$ cat config.mk
export PLATFORM = sky130hd
export DESIGN_NAME = refresh_sched
export DESIGN_NICKNAME = d
export VERILOG_FILES = /design/src/rtl/refsched_pkg.sv /design/src/rtl/refsched_interval.sv /design/src/rtl/refsched_seq.sv /design/src/rtl/refsched_cmd_enc.sv /design/src/rtl/refresh_sched.sv
export SDC_FILE = /design/constraint.sdc
export NUM_CORES = 1
export LEC_CHECK = 0
export ABC_AREA = 1
export CORE_AREA = 2 2 53 55
export CTS_BUF_LIST = sky130_fd_sc_hd__clkbuf_8
export DETAILED_ROUTE_END_ITERATION = 7
export DIE_AREA = 0 0 55 57
export DONT_BUFFER_PORTS = 1
export GPL_ROUTABILITY_DRIVEN = 0
export PLACE_DENSITY_LB_ADDON = 0.05
export SLEW_MARGIN = 20
export SYNTH_ARGS = -nofsm -noshare
export SYNTH_HDL_FRONTEND = slang
export SYNTH_SLANG_ARGS = --single-unit
$ cat constraint.sdc
create_clock -name clk -period 4 [get_ports clk]
set_clock_uncertainty 0.1 [all_clocks]
set_input_delay 0.6 -clock clk [delete_from_list [all_inputs] [get_ports clk]]
set_output_delay 0.6 -clock clk [all_outputs]
set_load 0.02 [all_outputs]
$ cat src/rtl/refsched_pkg.sv
package refsched_pkg;

  typedef enum logic [3:0] {
    ST_IDLE,
    ST_PRE,
    ST_TRP,
    ST_AREF,
    ST_TRRC,
    ST_SRE,
    ST_SELF,
    ST_SRX,
    ST_TXSR
  } rs_state_t;

  typedef struct packed {
    logic cke;
    logic cs_n;
    logic ras_n;
    logic cas_n;
    logic we_n;
    logic a10;
  } rs_pins_t;

  localparam rs_pins_t PINS_NOP    = '{cke: 1'b1, cs_n: 1'b0, ras_n: 1'b1, cas_n: 1'b1, we_n: 1'b1, a10: 1'b0};
  localparam rs_pins_t PINS_PREALL = '{cke: 1'b1, cs_n: 1'b0, ras_n: 1'b0, cas_n: 1'b1, we_n: 1'b0, a10: 1'b1};
  localparam rs_pins_t PINS_AREF   = '{cke: 1'b1, cs_n: 1'b0, ras_n: 1'b0, cas_n: 1'b0, we_n: 1'b1, a10: 1'b0};
  localparam rs_pins_t PINS_SRE    = '{cke: 1'b0, cs_n: 1'b0, ras_n: 1'b0, cas_n: 1'b0, we_n: 1'b1, a10: 1'b0};
  localparam rs_pins_t PINS_SHOLD  = '{cke: 1'b0, cs_n: 1'b0, ras_n: 1'b1, cas_n: 1'b1, we_n: 1'b1, a10: 1'b0};

  function automatic logic in_self_refresh(rs_state_t s);
    return (s == ST_SRE) || (s == ST_SELF) || (s == ST_SRX) || (s == ST_TXSR);
  endfunction

endpackage

$ cat src/rtl/refsched_interval.sv
module refsched_interval
  import refsched_pkg::*;
#(
  parameter int unsigned REFI_CLKS   = 1040,
  parameter int unsigned BACKLOG_MAX = 8
) (
  input  logic clk,
  input  logic rst_n,
  input  logic hold,
  input  logic clear,
  input  logic consume,
  output logic owed,
  output logic overflow
);

  localparam int unsigned CW = (REFI_CLKS > 1) ? $clog2(REFI_CLKS) : 1;
  localparam int unsigned BW = $clog2(BACKLOG_MAX + 1);
  localparam logic [CW-1:0] CNT_LAST = CW'(REFI_CLKS - 1);
  localparam logic [BW-1:0] BL_FULL  = BW'(BACKLOG_MAX);

  logic [CW-1:0] cnt_q;
  logic [BW-1:0] pend_q;
  logic          err_q;
  logic          tick;

  assign tick = !hold && (cnt_q == CNT_LAST);

  always_ff @(posedge clk or negedge rst_n) begin
    if (!rst_n) begin
      cnt_q <= '0;
    end else if (hold || tick) begin
      cnt_q <= '0;
    end else begin
      cnt_q <= cnt_q + 1'b1;
    end
  end

  always_ff @(posedge clk or negedge rst_n) begin
    if (!rst_n) begin
      pend_q <= '0;
    end else if (clear) begin
      pend_q <= '0;
    end else begin
      unique case ({tick, consume})
        2'b10: if (pend_q != BL_FULL) pend_q <= pend_q + 1'b1;
        2'b01: if (pend_q != '0)      pend_q <= pend_q - 1'b1;
        default: pend_q <= pend_q;
      endcase
    end
  end

  always_ff @(posedge clk or negedge rst_n) begin
    if (!rst_n) begin
      err_q <= 1'b0;
    end else if (tick && !consume && (pend_q == BL_FULL)) begin
      err_q <= 1'b1;
    end
  end

  assign owed     = (pend_q != '0);
  assign overflow = err_q;

  a_r6_backlog_bound: assert property (@(posedge clk) disable iff (!rst_n)
    pend_q <= BL_FULL);

  a_r6_err_sticky: assert property (@(posedge clk) disable iff (!rst_n)
    err_q |=> err_q);

  a_r6_consume_nonempty: assert property (@(posedge clk) disable iff (!rst_n)
    consume |-> (pend_q != '0));

endmodule

$ cat src/rtl/refsched_seq.sv
module refsched_seq
  import refsched_pkg::*;
#(
  parameter int unsigned TRP_CLKS  = 3,
  parameter int unsigned TRRC_CLKS = 9,
  parameter int unsigned TXSR_CLKS = 9
) (
  input  logic      clk,
  input  logic      rst_n,
  input  logic      gnt,
  input  logic      sr_req,
  input  logic      owed,
  output rs_state_t state
);

  localparam int unsigned TMAX12 = (TRP_CLKS > TRRC_CLKS) ? TRP_CLKS : TRRC_CLKS;
  localparam int unsigned TMAX   = (TMAX12 > TXSR_CLKS) ? TMAX12 : TXSR_CLKS;
  localparam int unsigned TW     = $clog2(TMAX + 1);
  localparam logic [TW-1:0] TRP_LOAD  = TW'((TRP_CLKS >= 2) ? TRP_CLKS - 2 : 0);
  localparam logic [TW-1:0] TRRC_LOAD = TW'((TRRC_CLKS >= 1) ? TRRC_CLKS - 1 : 0);
  localparam logic [TW-1:0] TXSR_LOAD = TW'((TXSR_CLKS >= 1) ? TXSR_CLKS - 1 : 0);

  rs_state_t     st_q, st_d;
  logic [TW-1:0] tmr_q, tmr_d;
  logic          sr_mode_q, sr_mode_d;
  rs_state_t     after_wait;

  assign after_wait = sr_mode_q ? ST_SRE : ST_AREF;

  always_comb begin
    st_d      = st_q;
    tmr_d     = (tmr_q != '0) ? tmr_q - 1'b1 : tmr_q;
    sr_mode_d = sr_mode_q;
    unique case (st_q)
      ST_IDLE: begin
        if (gnt && sr_req) begin
          st_d      = ST_PRE;
          sr_mode_d = 1'b1;
        end else if (gnt && owed) begin
          st_d      = ST_PRE;
          sr_mode_d = 1'b0;
        end
      end
      ST_PRE: begin
        if (TRP_CLKS >= 2) begin
          st_d  = ST_TRP;
          tmr_d = TRP_LOAD;
        end else begin
          st_d = after_wait;
        end
      end
      ST_TRP:  if (tmr_q == '0) st_d = after_wait;
      ST_AREF: begin
        st_d  = ST_TRRC;
        tmr_d = TRRC_LOAD;
      end
      ST_TRRC: if (tmr_q == '0) st_d = ST_IDLE;
      ST_SRE:  st_d = ST_SELF;
      ST_SELF: if (!sr_req) st_d = ST_SRX;
      ST_SRX: begin
        st_d  = ST_TXSR;
        tmr_d = TXSR_LOAD;
      end
      ST_TXSR: if (tmr_q == '0) st_d = ST_IDLE;
      default: st_d = ST_IDLE;
    endcase
  end

  always_ff @(posedge clk or negedge rst_n) begin
    if (!rst_n) begin
      st_q      <= ST_IDLE;
      tmr_q     <= '0;
      sr_mode_q <= 1'b0;
    end else begin
      st_q      <= st_d;
      tmr_q     <= tmr_d;
      sr_mode_q <= sr_mode_d;
    end
  end

  assign state = st_q;

  a_r3_grant_before_start: assert property (@(posedge clk) disable iff (!rst_n)
    (st_q == ST_PRE) |-> $past(gnt));

  a_r4_refresh_after_wait: assert property (@(posedge clk) disable iff (!rst_n)
    (st_q == ST_AREF) |-> ($past(st_q) == ST_TRP || $past(st_q) == ST_PRE));

  a_r8_exit_on_drop: assert property (@(posedge clk) disable iff (!rst_n)
    (st_q == ST_SRX) |-> ($past(st_q) == ST_SELF && !$past(sr_req)));

  a_r5_recover_before_idle: assert property (@(posedge clk) disable iff (!rst_n)
    (st_q == ST_IDLE && $past(st_q) != ST_IDLE) |->
      ($past(st_q) == ST_TRRC || $past(st_q) == ST_TXSR));

endmodule

$ cat src/rtl/refsched_cmd_enc.sv
module refsched_cmd_enc
  import refsched_pkg::*;
(
  input  logic      clk,
  input  logic      rst_n,
  input  rs_state_t state,
  output rs_pins_t  pins,
  output logic      busy
);

  always_comb begin
    unique case (state)
      ST_PRE:  pins = PINS_PREALL;
      ST_AREF: pins = PINS_AREF;
      ST_SRE:  pins = PINS_SRE;
      ST_SELF: pins = PINS_SHOLD;
      default: pins = PINS_NOP;
    endcase
  end

  assign busy = (state != ST_IDLE);

  a_r1_idle_nop: assert property (@(posedge clk) disable iff (!rst_n)
    !busy |-> (pins == PINS_NOP));

  a_r7_cke_fall_pattern: assert property (@(posedge clk) disable iff (!rst_n)
    $fell(pins.cke) |-> (!pins.cs_n && !pins.ras_n && !pins.cas_n && pins.we_n));

  a_r8_cke_rise_nop: assert property (@(posedge clk) disable iff (!rst_n)
    $rose(pins.cke) |-> (pins == PINS_NOP && busy));

endmodule

$ cat src/rtl/refresh_sched.sv
module refresh_sched
  import refsched_pkg::*;
#(
  parameter int unsigned REFI_CLKS   = 1040,
  parameter int unsigned TRP_CLKS    = 3,
  parameter int unsigned TRRC_CLKS   = 9,
  parameter int unsigned TXSR_CLKS   = 9,
  parameter int unsigned BACKLOG_MAX = 8
) (
  input  logic clk,
  input  logic rst_n,
  input  logic rf_gnt,
  input  logic sr_req,
  output logic rf_req,
  output logic cke,
  output logic cs_n,
  output logic ras_n,
  output logic cas_n,
  output logic we_n,
  output logic a10,
  output logic busy,
  output logic backlog_err
);

  rs_state_t state;
  rs_pins_t  pins;
  logic      owed;
  logic      busy_w;

  refsched_interval #(
    .REFI_CLKS  (REFI_CLKS),
    .BACKLOG_MAX(BACKLOG_MAX)
  ) u_interval (
    .clk     (clk),
    .rst_n   (rst_n),
    .hold    (in_self_refresh(state)),
    .clear   (state == ST_SRE),
    .consume (state == ST_AREF),
    .owed    (owed),
    .overflow(backlog_err)
  );

  refsched_seq #(
    .TRP_CLKS (TRP_CLKS),
    .TRRC_CLKS(TRRC_CLKS),
    .TXSR_CLKS(TXSR_CLKS)
  ) u_seq (
    .clk   (clk),
    .rst_n (rst_n),
    .gnt   (rf_gnt),
    .sr_req(sr_req),
    .owed  (owed),
    .state (state)
  );

  refsched_cmd_enc u_enc (
    .clk  (clk),
    .rst_n(rst_n),
    .state(state),
    .pins (pins),
    .busy (busy_w)
  );

  assign cke    = pins.cke;
  assign cs_n   = pins.cs_n;
  assign ras_n  = pins.ras_n;
  assign cas_n  = pins.cas_n;
  assign we_n   = pins.we_n;
  assign a10    = pins.a10;
  assign busy   = busy_w;
  assign rf_req = busy_w || owed || sr_req;

  a_r2_req_covers_busy: assert property (@(posedge clk) disable iff (!rst_n)
    busy |-> rf_req);

endmodule

After elaboration in Yosys (flattened, before gate mapping)
Index checks and enable logic that the tools add are counted.

Register bits: 25. Input port bits: 4.

Add/subtract/negate cells: 4. Equal/unequal tests: 19. Multiplexer cells: 17. Reductions and logical operators: 26.

Operators with widths (number): 2-to-1 mux 4 bit (9); case mux 4 bit (8 select lines) (1); case mux 6 bit (4 select lines) (1); == test 4 x 3 -> 1 bit, second input constant (4); case mux 4 bit (2 select lines) (2); nonzero test 4 bit (3); adder 11 x 1 -> 11 bit, second input constant (1); == test 11 bit, second input constant (1); 2-to-1 mux 11 bit (1); == test 4 x 2 -> 1 bit, second input constant (2); == test 4 bit, second input constant (2); logical NOT 4 bit (2); subtractor 4 x 1 -> 4 bit, second input constant (2); logical OR 1 bit (6); != test 3 x 1 -> 1 bit, second input constant (2); nonzero test 3 bit (2); logical AND 1 bit (5); adder 4 x 1 -> 4 bit, second input constant (1); == test 4 x 1 -> 1 bit, second input constant (1); != test 2 x 1 -> 1 bit, second input constant (2); != test 4 bit, second input constant (1); AND reduction 4 bit (1); OR reduction 2 bit (2); 2-to-1 mux 3 bit (1); 9 further kinds (11).

Longest topological paths before layout
Gate-level depths: netlist of the first run.

Depth after elaboration: 9. Depth in mapped cells: 17. Depth with buffers taken out: 17.

Hierarchy
A second synthesis of the first run with hierarchy kept.

Cells, all modules: 241. Area, all modules: 1691.6 sq um.

Modules (own cells, without submodules): refsched_interval (times used 1, cells an instance 121, area each 958.4 sq um, seq. area each 400.4 sq um); refsched_seq (times used 1, cells an instance 80, area each 558.0 sq um, seq. area each 225.2 sq um); refsched_cmd_enc (times used 1, cells an instance 22, area each 105.1 sq um, seq. area each 0.0 sq um); refresh_sched (times used 1, cells an instance 18, area each 70.1 sq um, seq. area each 0.0 sq um).

Least setup slack after synthesis of the first run
OpenSTA, ideal clock, no wires.

Kind: register to register. Start: register u_interval.cnt_q[0]. End: register u_interval.pend_q[3]. Setup time: 0.113 ns. Data arrival time: 2.147 ns. Setup slack: 1.640 ns. Cell stages (with the launch flop): 16. Clock period less this slack: 2.360 ns. Cells stage by stage: dfrtp_1 > ha_1 > nand3_1 > inv_1 > nand4_1 > nor2_2 > inv_2 > ha_1 > ha_1 > nand3_1 > nand2_1 > nor2_1 > nor2_1 > nand2_1 > nand2_1 > inv_1.

Word-level cells in the longest chain between the ends: 5. Elaborated cells on any way between the ends: 10. Those cells by class: eq/ne: 5; mux: 2; reduce/logical: 3.

Ends and longest elaborated chain: start: declaration (RTL line refsched_interval.sv:21) `logic [CW-1:0] cnt_q;`; start signal: assignment (RTL line refsched_interval.sv:34) `cnt_q <= cnt_q + 1'b1;`; == test 11 bit (*) (RTL line refsched_interval.sv:26) `assign tick = !hold && (cnt_q == CNT_LAST);`; logical AND 1 bit (*) (RTL line refsched_interval.sv:26); == test 2 bit or == test 2 x 1 -> 1 bit (tied branches) (RTL line refsched_interval.sv:44) `unique case ({tick, consume})`; != test 3 x 1 -> 1 bit (no source line) (tied with other cells); AND reduction 3 bit (no source line) or 2-to-1 mux 4 bit (tied branches); end signal: assignment (RTL line refsched_interval.sv:45) `2'b10: if (pend_q != BL_FULL) pend_q <= pend_q + 1'b1;`; end signal: assignment (RTL line refsched_interval.sv:46) `2'b01: if (pend_q != '0) pend_q <= pend_q - 1'b1;`; end signal: assignment (RTL line refsched_interval.sv:47) `default: pend_q <= pend_q;`; end: declaration (RTL line refsched_interval.sv:22) `logic [BW-1:0] pend_q;`.

Every way passes the cells marked *; elsewhere a longest branch is shown, timed or not. A chain may end at the register's enable or synchronous reset.

Worst setup path in the final report of the first run
Same ends and word-level chain as after synthesis.

==> results.cfg, run 1 <==
[outcome]
status = complete, no violations

[placement]
placed_area_um2 = 1640
io_buffers = 0
dp_hpwl_mm = 2.16

[yosys]
synth_simple_gate_area_share = 0.369
syn_area_per_cell_um2 = 7.80
postSynthCellCount = 206
yosysWarningCount = 0
synthAdderAreaFrac = 0.0670
synth_nets = 218
synth_xor_area_frac = 0.0327
ys_ff_latch = 25
yosys.area.top_type = dfrtp_1
synth-compound-area-share = 0.0576
syn_area_um2 = 1610
ys_top_cells_by_area = dfrtp_1 (39%), nand2_1 (10%), nor2_1 (5.8%)
ys_types = 30
synth_top_family_by_area = simple AND/OR/NAND/NOR gates
synth_mux_area_frac = 0
synth_top_area_frac = 0.389
ys_seq_area_frac = 0.389

[cts]
root_buffer = clkbuf_8
clk_pin_slew_worst_paths_ns = 0.09
clk_latency_ns = 0.27
numClockSinks = 25
post_cts_resized = 0
cts_buffer_depth = 2
cts_tree = done
holdBufCountCts = 1
cts_inserted_buffers = 3
cts-htree-levels = 1
cts_setup_buffers = 0

[floorplanning]
dieArea_um2 = 3140
core-area_um2 = 2620
ios = 13
die_x_um = 55
fp.dieH_um = 57
rows = 19
initial_core_util = 0.614

[timing]
setup-tns-final_ns = 0
maxSlewViolCount = 0
period_share = 0.661
hold_viol = 0
setup_violations = 0
min_period_ns = 2.64
rsz0062_at_grt = no
max_freq_mhz = 378
fin_hold_ws_ns = 0.0266

[layout]
fin_area_um2 = 1710
area_growth_pct = 6.23
antennaDiodeCount = 0
drive_gt1_frac = 0.171
finalNetCount = 223

[routing]
ant_nets = 0
routed_wl_mm = 2.83
initialDrtViolationCount = 37
num_vias = 1287
post_drt_wl_per_cell_um = 11.8
viasPerCell = 5.34
drt_pass1_iterations = 4
route.detailed.drc = 0

[critical_path]
slowest_delay_ns = 0.39
cp-end-kind = flop
crit_arrival_ns = 2.71
critPathTopFamily = simple AND/OR/NAND/NOR gates
startpoint = u_interval.cnt_q[0]
path_cells = ha_1 -> nand3_1 -> inv_1 -> nand4_1 -> nor2_2 -> inv_2 -> ha_1 -> ha_1 -> nand3_1 -> nand2_1 -> nor2_1 -> nor2_1 -> nand2_1 -> nand2_1 -> inv_1
critPathRequiredTime_ns = 4.07
timing.rr.start = u_interval.cnt_q[0]
cp_max_fo = 5
crit_slowest_cell = dfrtp_1
worst-path-buf-inv = 3
startpoint_type = flop
critPathKind = reg2reg

[pwr]
p_sw_mw = 0.590
irDropWorstVdd_mv = 0.560
switching_share = 0.481
power.total_mw = 1.23
leakage_nw = 0.890
power_density_nw_per_um2 = 719
power.internal_mw = 0.636
seq_power_share = 0.353
p_comb_frac = 0.521
clkPwrFrac = 0.126

[grt]
grt_pass1_vias = 1202
grt_max_degree = 26
grt_overflow = 0
grt.total_usage = 0.210
grt_pass1_wl_mm = 4.93
antenna_found_initial = 0

[worst_hold_path]
holdCritPathClass = in2async

[flow_run]
cap_violations = 0
-- state kept, by name, summed over array words and instances (netlist names) --
name and flops:
u_seq.state 4, u_seq.tmr_q 4, u_interval.pend_q 4, u_interval.cnt_q 11, u_seq.sr_mode_q 1, u_interval.overflow 1
-- path summary, 6_finish.rpt --
check	cells after the start	slack [ns]	to
setup / recovery	15	1.36	u_interval.pend_q[3]
hold / removal	1	0.03	u_interval.cnt_q[8]
setup reg to reg	15	1.36	u_interval.pend_q[3]
hold reg to reg	1	0.39	u_interval.cnt_q[0]
max in group asynchronous	1	3.62	u_seq.state[2]
min in group clk	2	0.38	u_seq.sr_mode_q
-- per-stage QoR --
step,instances,util,setup WS [ns]
final,241,0.653,1.36
after detailed placement,236,0.626,1.40
after floorplan,206,-,1.64
after global routing,241,0.653,1.13
after global placement,236,0.626,1.53
after CTS,241,0.653,1.35
-- layout by cell type, fill, tap and decap left out, types with 2 or more instances in the layout --
cell type  count
inv_2         10
dfrtp_1       25
nand2_2        3
nand4_1        3
a21oi_1        8
o21ai_0        3
nor3_2         6
nor3_1         2
ha_1           7
nand3_2        2
inv_1         23
nand2_4        2
o21ai_1        3
xnor2_1        2
nand3_1       18
nor2_2         4
xor2_1         4
clkbuf_8       3
nand2_1       44
nor2_1        25
nor3b_1        2
-- cell families (layout without fill, tap and decap cells) --
logic type      Yosys count  after routing
compound gates           17             17
xor+xnor                  6              6
fa+ha+maj                 8              8
buf+inv                  34             38
flops                    25             25
other cells               1              1
simple gates            115            115
-- power by group through the flow --
| stage | clock, mW | sequential (mW) | combinational (mW) |
|---|---|---|---|
| detailed placement | 0 | 0.436 | 0.633 |
| CTS | 0.160 | 0.432 | 0.644 |
| global placement | 0 | 0.430 | 0.614 |
| finish | 0.155 | 0.433 | 0.639 |
| floorplan | 0 | 0.416 | 0.543 |
| global route | 0.168 | 0.447 | 0.739 |
-- synthesized netlist by cell type --
| library cell | instances |
|---|---|
| nor3_2 | 6 |
| nand4_1 | 3 |
| nor2_2 | 4 |
| nand2_2 | 3 |
| xor2_1 | 4 |
| ha_1 | 7 |
| nor3b_1 | 2 |
| o211ai_1 | 1 |
| nor2_8 | 1 |
| fa_1 | 1 |
| or3_1 | 1 |
| nor3_4 | 1 |
| dfrtp_1 | 25 |
| nand2_1 | 44 |
| xnor2_1 | 2 |
| nand2_4 | 2 |
| nor2_1 | 25 |
| a31oi_1 | 1 |
| inv_1 | 23 |
| buf_4 | 1 |
| a21oi_1 | 8 |
| nor2_4 | 1 |
| o21ai_1 | 3 |
| nand3_1 | 18 |
| a31o_2 | 1 |
| nor3_1 | 2 |
| conb_1 | 1 |
| inv_2 | 10 |
| o21ai_0 | 3 |
| nand3_2 | 2 |
-- per-layer routing --
layer | global-route usage | routed length (µm)
met5 | 0 | 0
met4 | 0.0732 | 36
met3 | 0.0366 | 62
met2 | 0.338 | 1400
met1 | 0.282 | 1330
-- cell type report --
class | instances | area, µm²
well taps | 31 | 38.8
fillers | 237 | 908
clock inverters | 1 | 7.51
flip-flops and latches | 25 | 626
clock buffers | 3 | 41.3
inverters | 33 | 124
multi-input cells | 147 | 850
repair buffers | 1 | 20.0
Power figures use the tool's default switching activity.
==> inputs of run 2 (changes only) <==
--- a/config.mk
+++ b/config.mk
@@ -5,11 +5,11 @@
 export SDC_FILE = /design/constraint.sdc
 export NUM_CORES = 1
 export LEC_CHECK = 0
-export ABC_AREA = 1
-export CORE_AREA = 2 2 53 55
+export ABC_AREA = 0
+export CORE_AREA = 2 2 52 54
 export CTS_BUF_LIST = sky130_fd_sc_hd__clkbuf_8
 export DETAILED_ROUTE_END_ITERATION = 7
-export DIE_AREA = 0 0 55 57
+export DIE_AREA = 0 0 54 56
 export DONT_BUFFER_PORTS = 1
 export GPL_ROUTABILITY_DRIVEN = 0
 export PLACE_DENSITY_LB_ADDON = 0.05
==> constraint.sdc (replaced) <==
create_clock -name clk -period 2.69 [get_ports clk]
set_clock_uncertainty 0.1 [all_clocks]
set_input_delay 0.4035 -clock clk [delete_from_list [all_inputs] [get_ports clk]]
set_output_delay 0.4035 -clock clk [all_outputs]
set_load 0.02 [all_outputs]
==> results.cfg, run 2 <==
[grt]
grt_pass1_wl_mm = 4.38
antenna_found_initial = 0
grt_pass1_vias = 1016
grt.total_usage = 0.190
grt_overflow = 0
grt_max_degree = 26

[yosys]
postSynthCellCount = 154
ys_top_cells_by_area = dfrtp_1 (41%), ha_1 (5.8%), xnor2_1 (5.8%)
synth_enable_flop_cells = 0
yosysWarningCount = 0
syn_area_per_cell_um2 = 9.85
ys_ff_latch = 25
synth_most_common_cell = dfrtp_1
syn_area_um2 = 1520
ys_seq_area_frac = 0.413
yosys.area.top_type = dfrtp_1
ys_async_sr_fraction = 1.00
ys_types = 40
synth_ff_type = dfrtp_1
synth_top_area_frac = 0.413
synth_common_cells = dfrtp_1 (25), nor2_1 (21), inv_1 (10), xnor2_1 (10), nand3_1 (9)
synth_nets = 166

[routing]
met2WireLength_mm = 1.22
highest_layer = met4
met1Wirelength_mm = 1.19
post_drt_wl_per_cell_um = 13.2
ant_nets = 0
num_vias = 1062
route.detailed.drc = 0
drt_pass1_iterations = 4
routed_wl_mm = 2.50
wl_met3_um = 71
viasPerCell = 5.59
initialDrtViolationCount = 16

[timing]
max_freq_mhz = 391
setup_violations = 0
maxSlewViolCount = 0
timing.final.ws_setup_ns = 0.136
period_share = 0.950
rsz0062_at_grt = no
hold_viol = 0
min_period_ns = 2.55
setup-tns-final_ns = 0

[critical_path]
cp-end-kind = flop
startpoint_type = flop
critPathKind = reg2reg
slowest_delay_ns = 0.37
cp_max_fo = 6
critPathRequiredTime_ns = 2.77
path_cells = ha_1 -> and3_4 -> nand3_1 -> or2_2 -> ha_2 -> ha_1 -> a21o_1 -> a21oi_2 -> xnor2_1 -> and3_1 -> nor3_1
crit_arrival_ns = 2.64
cp_common_cell = ha_1
crit_slowest_cell = dfrtp_1

[layout]
finalNetCount = 173
area_growth_pct = 8.17
top_register = u_interval.cnt_q
seq_area_um2 = 626
final_common_cell = dfrtp_1
fin_cells = 190
nFillCells = 198
largest_reg_flops = 11
layout_common_cells = dfrtp_1 (25), nor2_1 (21), inv_1 (10), xnor2_1 (10), nand3_1 (9)
drive_gt1_frac = 0.163
fin_area_um2 = 1640
multi_input_area_um2 = 818
antennaDiodeCount = 0

[pwr]
leakage_nw = 0.772
power_density_nw_per_um2 = 1130
irDropWorstVdd_mv = 0.780
power.total_mw = 1.85

[placement]
io_buffers = 0
dp.cells = 184
placed_area_um2 = 1550
place_worst_setup_slack_ns = 0.0385
dp_hpwl_mm = 1.88

[cts]
root_buffer = clkbuf_8
numClockSinks = 25
cts_inserted_buffers = 3
cts_tree = done
cts-htree-levels = 1
cts_setup_buffers = 0
clk_latency_ns = 0.27
cts_buffer_depth = 2
clk_pin_slew_worst_paths_ns = 0.08

[flow_run]
cap_violations = 0

[floorplanning]
initial_core_util = 0.623
core-area_um2 = 2430
ios = 13
fp.dieH_um = 56
dieArea_um2 = 3020
rows = 18
die_x_um = 54

[worst_hold_path]
holdCritPathClass = in2reg

[outcome]
status = complete, no violations
run 2: cell types whose count changed in the layout (fill, tap and decap cells not counted), moves of 8 or more:
cell / delta
nand2_1: -37
inv_2: -10
nand3_1: -9
xnor2_1: +8
inv_1: -13
run 2: logic make-up after synthesis:
logic type / synth area share
DFF: 0.413
other: 0.00247
xor gates and xnor gates: 0.0924
and+or+nand+nor: 0.224
buffers and inverters: 0.0594
muxes: 0.0140
AOI/OAI and AO/OA: 0.124
adders and majority gates: 0.0710
run 2: worst max-delay path: cells and delay by family, from the launching register on:
kind / cells / cell delay, ns
flops: 1 / 0.37
xor+xnor: 1 / 0.08
fa+ha+maj: 3 / 0.69
simple gates: 5 / 0.89
compound gates: 2 / 0.33
run 2: path summary, 6_finish.rpt:
path / from / slack, ns / endpoint / depth (start not counted)
min in group asynchronous: rst_n / 0.47 / u_seq.tmr_q[2] / 2
worst max register to register: u_interval.cnt_q[0] / 0.14 / u_interval.pend_q[3] / 11
worst min-delay path: rf_gnt / 0.20 / u_seq.sr_mode_q / 1
worst max-delay path: u_interval.cnt_q[0] / 0.14 / u_interval.pend_q[3] / 11
max in group asynchronous: rst_n / 1.87 / u_interval.pend_q[3] / 2
worst min register to register: u_interval.cnt_q[0] / 0.36 / u_interval.cnt_q[0] / 1
run 2: area by class of cell:
type / count / share of cell area
multi-input combinational: 113 / 0.499
sequential: 25 / 0.381
timing repair buffer: 8 / 0.0458
clock buffer: 3 / 0.0252
inverter: 10 / 0.0229
tap: 30 / 0.0229
clock inverter: 1 / 0.00305
run 2: per-stage QoR:
| step | utilization | hold slack (ns) |
|---|---|---|
| after floorplan | - | 0.00791 |
| after global placement | 0.636 | 0.00837 |
| after detailed placement | 0.636 | 0.00839 |
| after CTS | 0.667 | 0.199 |
| after global routing | 0.674 | 0.205 |
| final | 0.674 | 0.203 |
run 2: per-layer routing:
layer	vias up	GRT usage
met2	11	0.305
met5	-	0
met1	508	0.263
met3	4	0.0376
met4	0	0.0429
li1	539	-
run 2: timing repair:
| item | in CTS | in global routing |
|---|---|---|
| endpoints found under the hold margin | 25 | 0 |
| hold buffers | 2 | 0 |
| endpoints found under the setup margin | 0 | 2 |
| gates resized for setup | 0 | 4 |
run 2: power by group:
part / switching (mW) / total, mW / internal, mW
clock: 0.116 / 0.220 / 0.104
sequential: 0.116 / 0.619 / 0.503
combinational: 0.575 / 1.01 / 0.435
==> inputs of run 3 (changes only) <==
--- a/config.mk
+++ b/config.mk
@@ -5,12 +5,12 @@
 export SDC_FILE = /design/constraint.sdc
 export NUM_CORES = 1
 export LEC_CHECK = 0
-export ABC_AREA = 0
-export CORE_AREA = 2 2 52 54
+export ABC_AREA = 1
+export BUFFER_PORTS_ARGS = -buffer_cell sky130_fd_sc_hd__buf_2
+export CORE_AREA = 2 2 55 57
 export CTS_BUF_LIST = sky130_fd_sc_hd__clkbuf_8
 export DETAILED_ROUTE_END_ITERATION = 7
-export DIE_AREA = 0 0 54 56
-export DONT_BUFFER_PORTS = 1
+export DIE_AREA = 0 0 57 59
 export GPL_ROUTABILITY_DRIVEN = 0
 export PLACE_DENSITY_LB_ADDON = 0.05
 export SLEW_MARGIN = 20
==> results.cfg, run 3 (synthesized netlist as in run 1, its figures left out) <==
[outcome]
status = complete, no violations

[pwr]
power_density_nw_per_um2 = 1060
irDropWorstVdd_mv = 0.692
p_comb_frac = 0.532
power.total_mw = 1.85
seq_power_share = 0.346
p_sw_mw = 0.875
leakage_nw = 0.924
clkPwrFrac = 0.122
switching_share = 0.473
power.internal_mw = 0.974

[critical_path]
timing.rr.start = u_seq.state[0]
worst-path-buf-inv = 5
path_cells = inv_2 -> nand2_4 -> inv_2 -> nor2_4 -> nor2_8 -> inv_2 -> nor2_2 -> inv_2 -> ha_1 -> ha_1 -> nand3_1 -> nand2_1 -> nor2_1 -> nor2_1 -> nand2_1 -> nand2_1 -> inv_1
critPathKind = reg2reg
critPathTopFamily = simple AND/OR/NAND/NOR gates
cp-end-kind = flop
startpoint_type = flop
crit_arrival_ns = 2.49
critPathRequiredTime_ns = 2.76
cp_common_cell = inv_2
cp_max_fo = 7
cp_num_cells = 17
reg2reg_depth = 17
slowest_delay_ns = 0.48
ff2ff_setup_slack_ns = 0.26
r2r_end = u_interval.pend_q[3]
crit_slowest_cell = dfrtp_1

[timing]
worstMarginPinSlew_ns = 0.548
min_period_ns = 2.43
timing.final.ws_setup_ns = 0.262
rsz0062_at_grt = no
setup-tns-final_ns = 0
relSlewSlack = 0.635
max_freq_mhz = 412
hold_viol = 0
period_share = 0.903
setup_violations = 0
maxSlewViolCount = 0

[placement]
dp_hpwl_mm = 2.24
place_worst_setup_slack_ns = 0.271
io_buffers = 11

[floorplanning]
core-area_um2 = 2710
die_x_um = 57
dieArea_um2 = 3360
ios = 13
initial_core_util = 0.593
rows = 19
fp.dieH_um = 59

[cts]
post_cts_resized = 0
cts_buffer_depth = 2
cts_tree = done
cts_inserted_buffers = 3
cts_setup_buffers = 0
root_buffer = clkbuf_8
numClockSinks = 25
cts-htree-levels = 1
clk_pin_slew_worst_paths_ns = 0.09
holdBufCountCts = 0
clk_latency_ns = 0.27

[layout]
seq_area_um2 = 626
nFillCells = 250
largest_reg_flops = 11
finalNetCount = 234
layout_common_cells = nand2_1 (44), nor2_1 (25), dfrtp_1 (25)
area_growth_pct = 8.88
final_core_util = 0.645
drive_gt1_frac = 0.213
multi_input_area_um2 = 850
final_common_cell = nand2_1
top_register = u_interval.cnt_q
antennaDiodeCount = 0

[flow_run]
cap_violations = 0

[routing]
post_drt_wl_per_cell_um = 11.1
drt_pass1_iterations = 4
initialDrtViolationCount = 30
routed_wl_mm = 2.80
num_vias = 1308
ant_nets = 0
route.detailed.drc = 0
viasPerCell = 5.19

[grt]
grt_max_degree = 26
grt_pass1_wl_mm = 5.08
grt_overflow = 0
grt.total_usage = 0.190
grt_pass1_vias = 1227
antenna_found_initial = 0

[worst_hold_path]
holdCritPathClass = in2async
## run 3: how the worst max path moves through the flow
stage / slack (ns) / startpoint / to
2_1_floorplan: 0.33 / u_interval.cnt_q[0] / u_interval.pend_q[3]
3_3_place_gp: 0.34 / u_seq.state[0] / u_interval.pend_q[3]
3_5_place_dp: 0.27 / u_seq.state[0] / u_interval.pend_q[3]
4_1_cts: 0.25 / u_seq.state[0] / u_interval.pend_q[3]
5_1_grt: 0.09 / u_seq.state[0] / u_interval.pend_q[3]
6_report: 0.26 / u_seq.state[0] / u_interval.pend_q[3]
## run 3: final cells by class
type / count / area share
timing repair buffer: 12 / 0.0358
tap: 31 / 0.0222
sequential: 25 / 0.358
clock inverter: 1 / 0.00429
clock buffer: 3 / 0.0236
inverter: 33 / 0.0708
multi-input combinational: 147 / 0.486
## run 3: per-stage QoR
stage | hold WS [ns] | std cells | instance area (µm²)
2_1_floorplan | 0.00791 | 206 | 1610
3_3_place_gp | 0.324 | 248 | 1700
3_5_place_dp | 0.322 | 248 | 1700
4_1_cts | 0.0224 | 252 | 1750
5_1_grt | 0.0568 | 252 | 1750
6_report | 0.0102 | 252 | 1750
## run 3: power groups by stage
stage                     Combinational, mW  Sequential, mW  Clock (mW)
final                                 0.984           0.640       0.225
after CTS                              1.00           0.639       0.236
after global routing                   1.14           0.663       0.242
after detailed placement              0.997           0.647           0
after global placement                0.965           0.642           0
after floorplan                       0.808           0.619           0
## run 3: worst reg2reg max path, stage by stage (launching register included)
cell     delay, ns
dfrtp_1       0.48
inv_2         0.15
nand2_4       0.08
inv_2         0.08
nor2_4        0.05
nor2_8        0.12
inv_2         0.04
nor2_2        0.13
inv_2         0.04
ha_1          0.26
ha_1          0.36
nand3_1       0.08
nand2_1       0.09
nor2_1        0.04
nor2_1        0.09
nand2_1       0.05
nand2_1       0.06
inv_1         0.03
## run 3: per-layer routing
layer / GRT usage / up-vias / part of all wire
li1: - / 681 / -
met1: 0.245 / 613 / 0.48
met2: 0.330 / 12 / 0.49
met3: 0.0262 / 2 / 0.018
met4: 0.0631 / 0 / 0.0057
met5: 0 / - / 0
